--- config.mk ---
export PLATFORM = sky130hd
export DESIGN_NAME = endian_lane_swapper
export DESIGN_NICKNAME = d
export VERILOG_FILES = /design/src/rtl/lane_swap_pkg.sv /design/src/rtl/lane_swap_ctrl.sv /design/src/rtl/lane_swap_datapath.sv /design/src/rtl/endian_lane_swapper.sv
export SDC_FILE = /design/constraint.sdc
export NUM_CORES = 1
export LEC_CHECK = 0
export BUFFER_PORTS_ARGS = -buffer_cell sky130_fd_sc_hd__buf_4
export CAP_MARGIN = 20
export CELL_PAD_IN_SITES_DETAIL_PLACEMENT = 1
export CELL_PAD_IN_SITES_GLOBAL_PLACEMENT = 1
export CORE_MARGIN = 5
export CORE_UTILIZATION = 34
export CTS_CLUSTER_DIAMETER = 120
export DETAILED_ROUTE_END_ITERATION = 8
export PLACE_DENSITY_LB_ADDON = 0.1
export SYNTH_ARGS = -nofsm -noshare
export SYNTH_HDL_FRONTEND = slang
export SYNTH_SLANG_ARGS = --single-unit
export TNS_END_PERCENT = 30
--- constraint.sdc ---
create_clock -name clk -period 3.12 [get_ports clk]
set_input_delay 0.312 -clock clk [delete_from_list [all_inputs] [get_ports clk]]
set_output_delay 0.312 -clock clk [all_outputs]
set_load 0.03 [all_outputs]
--- src/rtl/lane_swap_pkg.sv ---
package lane_swap_pkg;
  typedef enum logic [1:0] {
    KIND_RAW   = 2'd0,
    KIND_HALF  = 2'd1,
    KIND_PTR   = 2'd2,
    KIND_SPLIT = 2'd3
  } entity_kind_e;

  // Strobes from control to datapath
  typedef struct packed {
    logic passThru;
    logic halfSwap;
    logic fullRev;
    logic narrowBus;
    logic alignErr;
  } swap_strobe_t;

  localparam int CFG_ENH_BIT = 7;
endpackage

--- src/rtl/lane_swap_ctrl.sv ---
module lane_swap_ctrl
  import lane_swap_pkg::*;
#(
  parameter int CFG_W = 8
) (
  input  logic             clk,
  input  logic             rstN,
  input  logic [1:0]       entityKind,
  input  logic [1:0]       addrLow,
  input  logic             bigEndian,
  input  logic             bus16,
  input  logic             linearMode,
  input  logic [CFG_W-1:0] sysCfg,
  output swap_strobe_t     strb
);
  entity_kind_e kind;
  logic misaligned;
  logic enhActive;

  assign kind      = entity_kind_e'(entityKind);
  assign enhActive = linearMode && sysCfg[CFG_ENH_BIT];

  always_comb begin
    unique case (kind)
      KIND_HALF:             misaligned = addrLow[0];
      KIND_PTR, KIND_SPLIT:  misaligned = (addrLow != 2'b00);
      default:               misaligned = 1'b0;
    endcase
  end

  always_comb begin
    strb = '0;
    if (misaligned) begin
      strb.alignErr = 1'b1;
      strb.passThru = 1'b1;
    end else if (!bigEndian) begin
      strb.passThru = 1'b1;
    end else if (bus16) begin
      strb.narrowBus = 1'b1;
      strb.halfSwap  = (kind != KIND_RAW);
    end else begin
      unique case (kind)
        KIND_RAW:   strb.passThru = 1'b1;
        KIND_PTR:   begin
          strb.fullRev  = enhActive;
          strb.halfSwap = !enhActive;
        end
        default:    strb.halfSwap = 1'b1;
      endcase
    end
  end

  AST_LE_PASS: assert property (@(posedge clk) disable iff (!rstN)
    (!bigEndian) |-> strb.passThru);
  AST_ENH_GATED: assert property (@(posedge clk) disable iff (!rstN)
    strb.fullRev |-> (linearMode && sysCfg[CFG_ENH_BIT] && entityKind == 2'd2));
  AST_SPLIT_NO_REV: assert property (@(posedge clk) disable iff (!rstN)
    (entityKind == 2'd3) |-> !strb.fullRev);
  AST_ERR_PASS: assert property (@(posedge clk) disable iff (!rstN)
    strb.alignErr |-> (strb.passThru && !strb.narrowBus && !strb.halfSwap));
endmodule

--- src/rtl/lane_swap_datapath.sv ---
module lane_swap_datapath
  import lane_swap_pkg::*;
#(
  parameter int LANES = 4,
  parameter int LANE_W = 8
) (
  input  logic                    clk,
  input  logic                    rstN,
  input  logic                    inValid,
  input  logic [LANES*LANE_W-1:0] inData,
  input  swap_strobe_t            strb,
  output logic [LANES*LANE_W-1:0] outData,
  output logic                    outValid,
  output logic                    alignFlag
);
  localparam int DW = LANES * LANE_W;
  localparam int HW = DW / 2;
  localparam int HALF_LANES = LANES / 2;

  logic [DW-1:0] revWord;
  logic [DW-1:0] halfWord;
  logic [DW-1:0] nextData;

  for (genvar i = 0; i < LANES; i++) begin : g_lane
    localparam int H = i / HALF_LANES;
    localparam int J = i % HALF_LANES;
    assign revWord[i*LANE_W +: LANE_W]  = inData[(LANES-1-i)*LANE_W +: LANE_W];
    assign halfWord[i*LANE_W +: LANE_W] =
      inData[(H*HALF_LANES + HALF_LANES-1-J)*LANE_W +: LANE_W];
  end

  always_comb begin
    if (strb.passThru)       nextData = inData;
    else if (strb.narrowBus) nextData = {{HW{1'b0}},
                                         strb.halfSwap ? halfWord[HW-1:0] : inData[HW-1:0]};
    else if (strb.fullRev)   nextData = revWord;
    else if (strb.halfSwap)  nextData = halfWord;
    else                     nextData = inData;
  end

  always_ff @(posedge clk) begin
    if (!rstN) begin
      outData   <= '0;
      outValid  <= 1'b0;
      alignFlag <= 1'b0;
    end else begin
      outValid <= inValid;
      if (inValid) begin
        outData   <= nextData;
        alignFlag <= strb.alignErr;
      end
    end
  end

  AST_VALID_LAT: assert property (@(posedge clk) disable iff (!rstN)
    inValid |=> outValid);
  AST_IDLE_HOLD: assert property (@(posedge clk) disable iff (!rstN)
    !inValid |=> (!outValid && $stable(outData)));
  AST_NARROW_TOP: assert property (@(posedge clk) disable iff (!rstN)
    (inValid && strb.narrowBus) |=> (outData[DW-1:HW] == '0));
  AST_MISALIGN_RAW: assert property (@(posedge clk) disable iff (!rstN)
    (inValid && strb.alignErr) |=> (alignFlag && outData == $past(inData)));
endmodule

--- src/rtl/endian_lane_swapper.sv ---
module endian_lane_swapper
  import lane_swap_pkg::*;
#(
  parameter int LANES = 4,
  parameter int LANE_W = 8,
  parameter int CFG_W = 8
) (
  input  logic                    clk,
  input  logic                    rstN,
  input  logic                    inValid,
  input  logic [LANES*LANE_W-1:0] inData,
  input  logic [1:0]              entityKind,
  input  logic [1:0]              addrLow,
  input  logic                    bigEndian,
  input  logic                    bus16,
  input  logic                    linearMode,
  input  logic [CFG_W-1:0]        sysCfg,
  output logic [LANES*LANE_W-1:0] outData,
  output logic                    outValid,
  output logic                    alignErr
);
  swap_strobe_t strb;

  lane_swap_ctrl #(.CFG_W(CFG_W)) u_ctrl (
    .clk(clk), .rstN(rstN), .entityKind(entityKind), .addrLow(addrLow),
    .bigEndian(bigEndian), .bus16(bus16), .linearMode(linearMode),
    .sysCfg(sysCfg), .strb(strb)
  );

  lane_swap_datapath #(.LANES(LANES), .LANE_W(LANE_W)) u_dp (
    .clk(clk), .rstN(rstN), .inValid(inValid), .inData(inData),
    .strb(strb), .outData(outData), .outValid(outValid), .alignFlag(alignErr)
  );
endmodule

# After elaboration in Yosys (flattened, before gate mapping)

Index checks and enable logic that the tools add are counted.

Equality and inequality tests: 3
Muxes and demuxes: 18
Reductions and logical operators: 6

Operator list:

| cell                                           | count |
|---|---|
| two-way mux 32 bit                             | 4 |
| two-way mux 16 bit                             | 1 |
| two-way mux 1 bit                              | 9 |
| two-way mux 3 bit                              | 2 |
| == test 2 bit (second input constant)          | 2 |
| one-hot mux 1 bit (2 select lines)             | 2 |
| nonzero test 2 bit                             | 2 |
| == test 2 x 1 -> 1 bit (second input constant) | 1 |
| logical NOT 2 bit                              | 1 |
| OR reduction 2 bit                             | 1 |
| logical AND 1 bit                              | 1 |
| logical NOT 1 bit                              | 1 |

Register bits after elaboration: 34
Bits of input ports: 50
Output and inout bits: 34

# Longest topological paths before layout

Depth in word-level cells: 10
Mapped depth: 6
Mapped depth without buffers: 5

# Modules after synthesis

From an unflattened synthesis, not the netlist that was laid out.

Cell total of the unflattened synthesis: 292
Area, all modules: 2,147.1 µm²

By module, submodules not included:

| module             | times used | cells each | area an instance (µm²) |
|---|---|---|---|
| lane_swap_datapath | 1          | 278        | 2,060.7 |
| lane_swap_ctrl     | 1          | 14         | 86.3 |

# Worst setup path before layout

OpenSTA, ideal clock, no wires.

Path kind: input to register
Start: input addrLow[0]
End: register u_dp.outData[21]
Arrival time: 1.484 ns
Slack: 1.576 ns
Stages: 6
Cell sequence: nand2b_1 > buf_2 > a2111oi_4 > buf_6 > o221a_2 > a221o_1

Word-level cells in the longest chain between the ends: 7

Ends and longest elaborated chain:

| element                              | line                      | RTL |
|---|---|---|
| start, declared                      | endian_lane_swapper.sv:13 | `input logic [1:0] addrLow,` |
| nonzero test 2 bit                   | lane_swap_ctrl.sv:26      | `KIND_PTR, KIND_SPLIT: misaligned = (addrLow != 2'b00);` |
| one-hot mux 1 bit (2 select lines) * | lane_swap_ctrl.sv:24      | `unique case (kind)` |
| two-way mux 3 bit                    | lane_swap_ctrl.sv:33      | `if (misaligned) begin` |
| two-way mux 32 bit                   | lane_swap_datapath.sv:37  | `else if (strb.halfSwap) nextData = halfWord;` |
| two-way mux 32 bit                   | lane_swap_datapath.sv:36  | `else if (strb.fullRev) nextData = revWord;` |
| two-way mux 32 bit                   | lane_swap_datapath.sv:34  | `else if (strb.narrowBus) nextData = {{HW{1'b0}},` |
| two-way mux 32 bit *                 | lane_swap_datapath.sv:33  | `if (strb.passThru) nextData = inData;` |
| end signal, assigned                 | lane_swap_datapath.sv:49  | `outData <= nextData;` |
| end, declared                        | lane_swap_datapath.sv:12  | `output logic [LANES*LANE_W-1:0] outData,` |

Every way passes the cells marked *; elsewhere a longest branch is shown, timed or not.
A chain may end at the register's enable or synchronous reset.

# Worst setup path after layout

Start: input entityKind[1]
End: register u_dp.outData[21]

Word-level cells in the longest chain between the ends: 9

Ends and longest elaborated chain:

| element                                            | line                                       | RTL |
|---|---|---|
| start, declared                                    | endian_lane_swapper.sv:12                  | `input logic [1:0] entityKind,` |
| == test 2 bit or logical NOT 2 bit (tied branches) | lane_swap_ctrl.sv:24, lane_swap_ctrl.sv:42 |  |
| one-hot mux 1 bit (2 select lines)                 | lane_swap_ctrl.sv:42                       | `unique case (kind)` |
| two-way mux 1 bit                                  | lane_swap_ctrl.sv:38                       | `end else if (bus16) begin` |
| two-way mux 3 bit                                  | lane_swap_ctrl.sv:36                       | `end else if (!bigEndian) begin` |
| two-way mux 3 bit                                  | lane_swap_ctrl.sv:33                       |  |
| two-way mux 32 bit                                 | lane_swap_datapath.sv:37                   |  |
| two-way mux 32 bit                                 | lane_swap_datapath.sv:36                   |  |
| two-way mux 32 bit                                 | lane_swap_datapath.sv:34                   |  |
| two-way mux 32 bit *                               | lane_swap_datapath.sv:33                   |  |

Marks and branches as above.

==> impl_metrics.csv <==
group,metric,value,unit
run_status,outcome,"finished clean",
global_route,grt_max_degree,33,
detailed_routing,drc,0,
cts,clk_pin_slew,0.07,ns
timing,worst_pin_slew,0.987,ns
hold_path,hp-class,"in2reg",
global_route,gr-total-overflow,0,
setup_path,reg2reg_depth,1,
cells_and_area,area_growth,43.2,%
yosys,netlist.area_leader.share,40.8,%
setup_path,critPathArrivalTime,2.05,ns
yosys,synth.area.top_cells,"dfxtp_1 (41%), a221o_1 (9.6%), o31ai_1 (7.2%)",
timing,finalHoldWorstSlack,0.234,ns
timing,rsz0062_at_grt,"false",
timing,maxSlewViolCount,0,
detailed_routing,ant_nets,0,
global_route,grt_first_pass_wirelength,9050,um
cts,cts_resized,0,
pwr,power.density,448,nW/um^2
cells_and_area,final_common_cell,"buf_4",
timing,max_freq,551,MHz
setup_path,worst_ep_required_time,3.35,ns
global_route,grt_pass1_vias,1876,
timing,period_share,58.2,%
detailed_routing,wl_per_cell,17.5,um
floorplan,initial_utilization,35.1,%
floorplan,die_w,80.1,um
cts,hold_buffers,0,
cells_and_area,drive_gt1_share,38.8,%
floorplan,rows,25,
cells_and_area,fillers,579,
yosys,yosysWarnings,0,
global_route,antenna_found_initial,0,
floorplan,core,4750,um^2
placement,placement.io_buffers,76,
placement,hpwl,4000,um
cts,cts-root-buf,"clkbuf_8",
yosys,mappedNetlistArea,1670,um^2
timing,slew_headroom,34.2,%
placement,place.gp.congestion,0.721,
cells_and_area,diodes,0,
timing,layout_setup_ws,1.30,ns
yosys,syn_inst,186,
flow_run,cap_violations,0,
yosys,ys_seq_area_share,40.8,%
yosys,synth_seq_cells,34,
cts,cts_setup_buffers,0,
cells_and_area,final_nets,307,
yosys,avgSynthCellArea,8.97,um^2
detailed_routing,finalWirelength,5700,um
timing,fin_skew,0,ns
floorplan,io_pins,84,
setup_path,crit_type,"in2reg",
hold_path,hp-start,"inValid",
setup_path,critical_path_peak_fanout,16,
placement,detailedPlace.worstSlack,1.02,ns
yosys,yosys.area.top_type,"dfxtp_1",
detailed_routing,drtPass1Iterations,4,
setup_path,endpoint_kind,"register",
cts,clkSinkCount,34,
cts,clockBufferDepth,2,
pwr,p_leak,0.982,nW
timing,period_needed,1.82,ns
timing,fin_setup_tns,0,ns
setup_path,start_kind,"input pin",
hold_path,holdPathStages,2,
setup_path,rr_startpoint,"u_dp.outData[16]$_SDFFE_PN0P_",
cells_and_area,layout_common_cells,"buf_4 (81), dfxtp_1 (34), nor2_1 (18), nand2_1 (18), o21ai_0 (18)",
detailed_routing,vias,1844,
timing,setup_viol,0,
floorplan,die-height,80.1,um
setup_path,ff2ff_setup_slack,2.37,ns
cts,htreeDepth,2,
timing,hold_violations,0,
cts,clock_latency,0.28,ns
yosys,ys_types,25,
detailed_routing,viasPerCell,5.67,
detailed_routing,first_iter_violations,107,
global_route,grt_usage,18.0,%
cts,cts_buffers,5,
setup_path,r2r-end,"u_dp.outData[16]$_SDFFE_PN0P_",
hold_path,min_to,"u_dp.alignFlag$_SDFFE_PN0P_",
yosys,synthesis.nets,236,
pwr,ir_drop,174,uV
cts,cts_tree,"yes",
floorplan,dieArea,6410,um^2
-- state kept, by name, indices dropped and copies added, names as in the netlist --
name / count
u_dp.outValid: 1
u_dp.alignFlag: 1
u_dp.outData: 32
-- stage by stage --
| step | power, W | cells | utilization (%) | instance area, um^2 |
|---|---|---|---|---|
| floorplan | 0.000615 | 186 | - | 1670 |
| global placement | 0.000737 | 316 | 48.1 | 2290 |
| detailed placement | 0.000741 | 317 | 48.3 | 2300 |
| CTS | 0.00108 | 325 | 50.3 | 2390 |
| global route | 0.00112 | 325 | 50.3 | 2390 |
| finish | 0.00107 | 325 | 50.3 | 2390 |
-- power by group --
part | total, W | internal (W) | switching (W) | leakage (nW)
combinational | 0.000250 | 0.000104 | 0.000146 | 0.654
clock | 0.000341 | 0.000178 | 0.000163 | 0.0482
sequential | 0.000480 | 0.000464 | 0.0000162 | 0.280
-- cells in the mapped netlist --
library cell and number:
nor2b_1 1, nand3_1 1, o221a_1 9, dfxtp_1 34
buf_6 1, a21oi_2 1, nor2_1 18, buf_2 5
nor3_1 1, o31ai_1 16, nand2_1 18, a2111oi_0 1
and2_1 1, nand4b_1 1, inv_1 2, o21ai_1 1
nand2b_1 3, nor4_1 16, o21ai_0 18, a2111oi_4 1
a21boi_1 1, o221a_2 7, a221o_1 16, a31oi_1 1
clkbuf_1 12
-- critical path, stage by stage --
cell and delay (ns):
buf_4 0.13, nand2b_1 0.21, a2111oi_4 0.94, o221a_2 0.35
a221o_1 0.09
-- how the worst max path moves through the flow --
stage / start / end / slack (ns) / cells past startpoint
floorplan: addrLow[0] / u_dp.outData[21]$_SDFFE_PN0P_ / 1.58 / 6
global placement: addrLow[0] / u_dp.outData[24]$_SDFFE_PN0P_ / 0.92 / 6
detailed placement: entityKind[1] / u_dp.outData[23]$_SDFFE_PN0P_ / 1.02 / 5
CTS: entityKind[1] / u_dp.outData[24]$_SDFFE_PN0P_ / 1.31 / 5
global route: entityKind[1] / u_dp.outData[26]$_SDFFE_PN0P_ / 1.16 / 5
finish: entityKind[1] / u_dp.outData[21]$_SDFFE_PN0P_ / 1.30 / 5
-- routing by layer --
metal  wire length (um)  vias up  track usage, %
met3                375        9            5.04
met2               2670       66            29.4
met1               2600      890            22.9
li1                   -      879               -
met5                  0        -               0
met4                 58        0            5.41
-- area by class of cell --
class,instances,area [um^2],share of cell area (%)
repair buffers,82,619,25.9
well taps,67,83.8,3.51
flip-flops and latches,34,681,28.5
clock inverters,1,5.00,0.209
multi-input cells,132,907,38.0
inverters,2,7.51,0.314
clock buffers,7,86.3,3.61
-- cell families (layout without fill, tap and decap cells) --
family	count (synthesis)	after routing	synth area share, %
buffers and inverters	20	92	5.32
and+or+nand+nor	60	60	17.1
DFF	34	34	40.8
AOI/OAI and AO/OA	72	72	36.8
(Power assumes the default switching activity.)
